`src/rtl/idlediv_pkg.sv`:
```
package idlediv_pkg;

    localparam int SEL_W        = 2;
    localparam int DIV_MIN_LOG2 = 4;
    localparam int NUM_SEL      = 1 << SEL_W;
    localparam int CNT_W        = DIV_MIN_LOG2 + NUM_SEL - 1;
    localparam int NUM_DOM      = 4;

    localparam int DOM_CORE  = 0;
    localparam int DOM_SCLK  = 1;
    localparam int DOM_COUT  = 2;
    localparam int DOM_TMR   = 3;

    typedef enum logic [1:0] {
        ST_RUN  = 2'd0,
        ST_NAP  = 2'd1,
        ST_SLOW = 2'd2
    } idle_state_e;

    typedef logic [SEL_W-1:0] div_sel_t;

    typedef struct packed {
        idle_state_e st;
        div_sel_t    sel;
        logic        pend;
        logic        resume;
    } seq_reg_t;

endpackage

```
`src/rtl/idlediv_cnt.sv`:
```
module idlediv_cnt
    import idlediv_pkg::*;
#(
    parameter int P_SEL_W    = SEL_W,
    parameter int P_MIN_LOG2 = DIV_MIN_LOG2,
    parameter int P_CNT_W    = CNT_W
) (
    input  logic               clk,
    input  logic               rst,
    input  logic               run,
    input  logic [P_SEL_W-1:0] sel,
    output logic [P_CNT_W-1:0] last,
    output logic               term
);
    localparam int SPAN_W = P_CNT_W + 1;

    logic [P_CNT_W-1:0] cnt;
    logic [SPAN_W-1:0]  span;

    always_comb begin
        span = SPAN_W'(1) << (P_MIN_LOG2 + int'(sel));
        last = P_CNT_W'(span - SPAN_W'(1));
    end

    assign term = run && (cnt == last);

    always_ff @(posedge clk) begin
        if (rst || !run) begin
            cnt <= '0;
        end else if (term) begin
            cnt <= '0;
        end else begin
            cnt <= cnt + P_CNT_W'(1);
        end
    end

    // the divide count never passes the terminal value of the selected divisor
    assert_cnt_in_range_R5: assert property (@(posedge clk) disable iff (rst)
        run |-> (cnt <= last));

    // the count restarts from zero after a terminal cycle
    assert_cnt_wrap_R5: assert property (@(posedge clk) disable iff (rst)
        (run && term) |=> (cnt == '0));

endmodule

```
`src/rtl/idlediv_seq.sv`:
```
module idlediv_seq
    import idlediv_pkg::*;
#(
    parameter int P_SEL_W = SEL_W,
    parameter int P_CNT_W = CNT_W
) (
    input  logic               clk,
    input  logic               rst,
    input  logic               idle_cmd,
    input  logic               div_mode,
    input  logic [P_SEL_W-1:0] sel_in,
    input  logic               irq,
    input  logic               term,
    input  logic [P_CNT_W-1:0] last,
    output idle_state_e        st,
    output logic [P_SEL_W-1:0] sel_q,
    output logic               resume
);
    seq_reg_t q, d;
    logic [P_CNT_W:0] lat;

    always_comb begin
        d        = q;
        d.resume = 1'b0;
        case (q.st)
            ST_RUN: begin
                if (idle_cmd) begin
                    d.st   = div_mode ? ST_SLOW : ST_NAP;
                    d.sel  = div_sel_t'(sel_in);
                    d.pend = 1'b0;
                end
            end
            ST_NAP: begin
                if (irq) begin
                    d.st     = ST_RUN;
                    d.resume = 1'b1;
                end
            end
            ST_SLOW: begin
                if (irq) begin
                    d.pend = 1'b1;
                end
                if (term && (q.pend || irq)) begin
                    d.st     = ST_RUN;
                    d.resume = 1'b1;
                    d.pend   = 1'b0;
                end
            end
            default: begin
                d.st = ST_RUN;
            end
        endcase
    end

    always_ff @(posedge clk) begin
        if (rst) begin
            q.st     <= ST_RUN;
            q.sel    <= '0;
            q.pend   <= 1'b0;
            q.resume <= 1'b0;
        end else begin
            q <= d;
        end
    end

    always_ff @(posedge clk) begin
        if (rst) begin
            lat <= '0;
        end else if ((q.st == ST_SLOW) && (q.pend || irq) && (d.st == ST_SLOW)) begin
            lat <= lat + (P_CNT_W+1)'(1);
        end else begin
            lat <= '0;
        end
    end

    assign st     = q.st;
    assign sel_q  = P_SEL_W'(q.sel);
    assign resume = q.resume;

    // gated idle leaves on the edge at which the interrupt is seen
    assert_nap_wake_R4: assert property (@(posedge clk) disable iff (rst)
        (q.st == ST_NAP && irq) |=> (q.st == ST_RUN && q.resume));

    // divided idle only ends at a terminal count
    assert_slow_hold_R6: assert property (@(posedge clk) disable iff (rst)
        (q.st == ST_SLOW && !term) |=> (q.st == ST_SLOW));

    // a pending wake never waits longer than one divide period
    assert_wake_bound_R6: assert property (@(posedge clk) disable iff (rst)
        (q.st == ST_SLOW) |-> (lat <= {1'b0, last}));

    // resume lasts one cycle
    assert_resume_pulse_R7: assert property (@(posedge clk) disable iff (rst)
        q.resume |=> !q.resume);

    // the divisor stays fixed for the whole divided idle
    assert_sel_held_R8: assert property (@(posedge clk) disable iff (rst)
        (q.st == ST_SLOW && $past(q.st == ST_SLOW)) |-> $stable(q.sel));

    // a seen interrupt stays pending until the exit
    assert_pend_kept_R9: assert property (@(posedge clk) disable iff (rst)
        (q.st == ST_SLOW && irq && !term) |=> q.pend);

endmodule

```
`src/rtl/idlediv_ena.sv`:
```
module idlediv_ena
    import idlediv_pkg::*;
#(
    parameter int P_NUM_DOM = NUM_DOM,
    parameter int P_CORE    = DOM_CORE
) (
    input  logic                 clk,
    input  logic                 rst,
    input  idle_state_e          st,
    input  logic                 term,
    output logic [P_NUM_DOM-1:0] en
);
    for (genvar i = 0; i < P_NUM_DOM; i++) begin : g_dom
        if (i == P_CORE) begin : g_core
            assign en[i] = (st == ST_RUN) || ((st == ST_SLOW) && term);
        end else begin : g_periph
            assign en[i] = (st == ST_RUN) || (st == ST_NAP) || ((st == ST_SLOW) && term);
        end
    end

    // full rate on every domain while running
    assert_run_full_R2: assert property (@(posedge clk) disable iff (rst)
        (st == ST_RUN) |-> (&en));

    // gated idle stops only the core
    assert_nap_core_off_R3: assert property (@(posedge clk) disable iff (rst)
        (st == ST_NAP) |-> (!en[P_CORE] && ($countones(en) == P_NUM_DOM - 1)));

    // all domains slow down together
    assert_slow_aligned_R5: assert property (@(posedge clk) disable iff (rst)
        (st == ST_SLOW) |-> (en == {P_NUM_DOM{en[0]}}));

endmodule

```
`src/rtl/idlediv_ctrl.sv`:
```
module idlediv_ctrl
    import idlediv_pkg::*;
#(
    parameter int P_SEL_W    = SEL_W,
    parameter int P_MIN_LOG2 = DIV_MIN_LOG2,
    parameter int P_NUM_DOM  = NUM_DOM
) (
    input  logic               clk,
    input  logic               rst,
    input  logic               idle_cmd,
    input  logic               div_mode,
    input  logic [P_SEL_W-1:0] div_sel,
    input  logic               irq,
    output logic               core_en,
    output logic               sclk_en,
    output logic               cout_en,
    output logic               tmr_en,
    output logic               resume
);
    localparam int L_CNT_W = P_MIN_LOG2 + (1 << P_SEL_W) - 1;

    idle_state_e          st;
    logic [P_SEL_W-1:0]   sel_q;
    logic [L_CNT_W-1:0]   last;
    logic                 term;
    logic [P_NUM_DOM-1:0] en;

    idlediv_seq #(
        .P_SEL_W (P_SEL_W),
        .P_CNT_W (L_CNT_W)
    ) u_seq (
        .clk      (clk),
        .rst      (rst),
        .idle_cmd (idle_cmd),
        .div_mode (div_mode),
        .sel_in   (div_sel),
        .irq      (irq),
        .term     (term),
        .last     (last),
        .st       (st),
        .sel_q    (sel_q),
        .resume   (resume)
    );

    idlediv_cnt #(
        .P_SEL_W    (P_SEL_W),
        .P_MIN_LOG2 (P_MIN_LOG2),
        .P_CNT_W    (L_CNT_W)
    ) u_cnt (
        .clk  (clk),
        .rst  (rst),
        .run  (st == ST_SLOW),
        .sel  (sel_q),
        .last (last),
        .term (term)
    );

    idlediv_ena #(
        .P_NUM_DOM (P_NUM_DOM),
        .P_CORE    (DOM_CORE)
    ) u_ena (
        .clk  (clk),
        .rst  (rst),
        .st   (st),
        .term (term),
        .en   (en)
    );

    assign core_en = en[DOM_CORE];
    assign sclk_en = en[DOM_SCLK];
    assign cout_en = en[DOM_COUT];
    assign tmr_en  = en[DOM_TMR];

    // running state right after reset
    assert_reset_state_R1: assert property (@(posedge clk)
        rst |=> (core_en && sclk_en && cout_en && tmr_en && !resume));

endmodule

```
`config.mk`:
```
export PLATFORM = sky130hd
export DESIGN_NAME = idlediv_ctrl
export DESIGN_NICKNAME = d
export VERILOG_FILES = /design/src/rtl/idlediv_pkg.sv /design/src/rtl/idlediv_cnt.sv /design/src/rtl/idlediv_seq.sv /design/src/rtl/idlediv_ena.sv /design/src/rtl/idlediv_ctrl.sv
export SDC_FILE = /design/constraint.sdc
export NUM_CORES = 1
export LEC_CHECK = 0
export BUFFER_PORTS_ARGS = -buffer_cell sky130_fd_sc_hd__buf_2
export CORE_MARGIN = 3
export CORE_UTILIZATION = 35
export CTS_CLUSTER_DIAMETER = 80
export DETAILED_ROUTE_END_ITERATION = 10
export PLACE_DENSITY_LB_ADDON = 0.3
export SLEW_MARGIN = 15
export SYNTH_ARGS = -nofsm -noshare
export SYNTH_HDL_FRONTEND = slang
export SYNTH_SLANG_ARGS = --single-unit
```
`constraint.sdc`:
```
create_clock -name clk -period 2 [get_ports clk]
set_input_delay 0.4 -clock clk [delete_from_list [all_inputs] [get_ports clk]]
set_output_delay 0.4 -clock clk [all_outputs]
set_load 0.02 [all_outputs]
```
==> impl_metrics.json <==
{
  "start_kind": "flop",
  "avgSynthCellArea_sq_um": 8.63,
  "grt_usage": 0.120,
  "cts.path.max_buffers": 2,
  "p_leak_nw": 0.337,
  "path_cells": "ha_4 -> nand3_4 -> a221o_1 -> a21oi_4 -> a21o_1 -> nand2b_4 -> buf_6",
  "grt_pass1_wl_microns": 2270,
  "status": "finished, violations left",
  "synth_most_common_cell": "dfxtp_1",
  "start_util": 0.382,
  "worst_slew_pin_slew_ns": 0.251,
  "total_power_mw": 0.564,
  "cp-endpoint": "sclk_en",
  "dr_total_vias": 557,
  "synthCells": 78,
  "dr_wl_met2_microns": 540,
  "hpwl_microns": 950,
  "relSlewSlack": 0.833,
  "reg2reg_from": "u_cnt.cnt[0]",
  "pre_cts_ws_ns": 0.210,
  "wl_met3_microns": 68,
  "cts_tree": "yes",
  "grt_max_degree": 9,
  "rows": 15,
  "wl_per_cell_microns": 10.6,
  "netlist.area_leader.share": 0.387,
  "ff2ff_setup_slack_ns": 0.44,
  "finalCritPeriodShare": 1.03,
  "synth.cell_area_sq_um": 673,
  "whs_path_depth": 2,
  "synth-seq-cells": 13,
  "drc": 0,
  "cts_max_level": 1,
  "clock_latency_ns": 0.28,
  "max-vdd-ir-drop_mv": 0.529,
  "ys_warn_count": 0,
  "clkSinkCount": 13,
  "arrival_ns": 1.66,
  "setup_slack_ns": -0.0627,
  "diodes": 0,
  "reg2reg_to": "u_cnt.cnt[5]",
  "critPathMaxStageDelay_ns": 0.36,
  "root_buffer": "clkbuf_4",
  "required_ns": 1.60,
  "via_per_inst": 4.68,
  "synth_edf_count": 0,
  "cts.reportedPaths.clkPinSlew_ns": 0.08,
  "synthTopCellsByArea": "dfxtp_1 39%, ha_1 7.4%, nor2_1 6.1%",
  "fp.dieArea_sq_um": 2490,
  "grt-ovfl-total": 0,
  "drtIter0Drc": 4,
  "rsz0062_at_grt": "yes",
  "powerDensity_nw_per_um2": 655,
  "drive_gt1_frac": 0.298,
  "die_w_microns": 49.9,
  "violations": "setup timing",
  "met1Wirelength_microns": 639,
  "slew_viol_final": 0,
  "hold_path_class": "primary input to flop",
  "hold_violations": 0,
  "grt_pass1_vias": 516,
  "core_sq_um": 1760,
  "die_h_microns": 49.9,
  "ys_seq_area_frac": 0.387,
  "cts_buffers": 3,
  "r2r_cells": 7,
  "ant_nets": 0,
  "synthTopCellsByCount": "13 x dfxtp_1, 11 x nor2_1, 7 x inv_1",
  "ys.flop_type": "dfxtp_1",
  "synthArstFlopShare": 0,
  "antenna_found_initial": 0,
  "clock_skew_ns": 0.00596,
  "place.gp.congestion": 0.804,
  "fin_nets": 106,
  "portBuffers": 11,
  "cp_max_fo": 3,
  "syn2layout_area_growth_pct": 27.9,
  "synth_top_cell_by_area": "dfxtp_1",
  "critPathCaptureType": "output pin",
  "critPathSlowestCell": "dfxtp_2",
  "finalSetupViolations": 4,
  "synth_nets": 89,
  "cap_viol_max_count": 0,
  "period_minus_slack_ns": 2.06,
  "first_pass_iters": 4,
  "synth_cell_types": 29,
  "boundaryPins": 12,
  "path_class": "flop to output pin",
  "max_freq_mhz": 485,
  "cp-startpoint": "u_cnt.cnt[0]",
  "drt-total-wl_microns": 1260,
  "top_layer_used": "met4"
}
==> placed cells by master, fill, tap and decap left out, drive strengths merged, types with 3 or more instances in the layout <==
| master | n |
|---|---|
| dfxtp | 13 |
| buf | 16 |
| ha | 4 |
| inv | 8 |
| clkbuf | 3 |
| nand3 | 4 |
| a21oi | 5 |
| nand2 | 5 |
| xnor2 | 4 |
| nor2 | 11 |
==> metal layers <==
layer | vias up | global-route usage
li1 | 300 | -
met1 | 244 | 0.162
met2 | 11 | 0.178
met3 | 2 | 0.0574
met4 | 0 | 0.0138
met5 | - | 0
==> final cells by class <==
class                      instances  area [sq um]
multi-input combinational         53           392
inverter                           8          30.0
tap                               25          31.3
clock buffer                       3          22.5
timing repair buffer              16           118
clock inverter                     1          5.00
sequential                        13           263
fill                             188           903
==> worst max-delay path, delay by kind of cell (launching register included) <==
family | cells | cell delay (ns)
flops | 1 | 0.36
compound gates | 3 | 0.56
simple gates | 2 | 0.20
buf+inv | 1 | 0.12
fa+ha+maj | 1 | 0.15
==> report_power, final <==
part | switching [mW] | internal (mW) | total, mW
Clock | 0.0873 | 0.0741 | 0.161
Combinational | 0.0669 | 0.0603 | 0.127
Sequential | 0.00720 | 0.268 | 0.275
Total | 0.161 | 0.402 | 0.564
==> cells by family after synthesis <==
kind of cell,Yosys count,share of synthesized area
AND/OR/NAND/NOR,27,0.184
AO/OA/AOI/OAI,17,0.210
flip-flops,13,0.387
buffers and inverters,12,0.0799
XOR/XNOR,5,0.0651
adder cells (fa/ha/maj),4,0.0744
==> timing repair <==
action                     4_1_cts  5_1_grt
hold buffers                     0        0
resized for setup                7        2
buffers inserted                 2        2
setup endpoints to repair        3        4
pin swaps                        2        2
==> worst min-delay path by stage <==
stage / slack, ns / endpoint / startpoint
after floorplan: 0.42 / u_cnt.cnt[0] / u_cnt.cnt[0]
after global placement: 0.43 / u_cnt.cnt[0] / u_cnt.cnt[0]
after detailed placement: 0.43 / u_cnt.cnt[0] / u_cnt.cnt[0]
after CTS: 0.33 / u_seq.st[0] / div_mode
after global routing: 0.34 / u_seq.st[0] / div_mode
final: 0.33 / u_seq.st[0] / div_mode
==> stage by stage <==
stage,setup TNS [ns],cells,area [sq um],hold WS (ns),util
after floorplan,0,78,708,0.416,-
after global placement,0,111,771,0.427,0.437
after detailed placement,0,111,771,0.430,0.437
after CTS,-0.226,117,840,0.328,0.476
after global routing,-0.630,119,861,0.338,0.488
final,-0.190,119,861,0.333,0.488
==> registers in the layout, indices dropped and copies added (netlist names) <==
name          cells
u_cnt.cnt         7
u_seq.sel_q       2
u_seq.st          2
u_seq.q           1
u_seq.resume      1
Note: power is estimated with default switching activity, not from simulation.
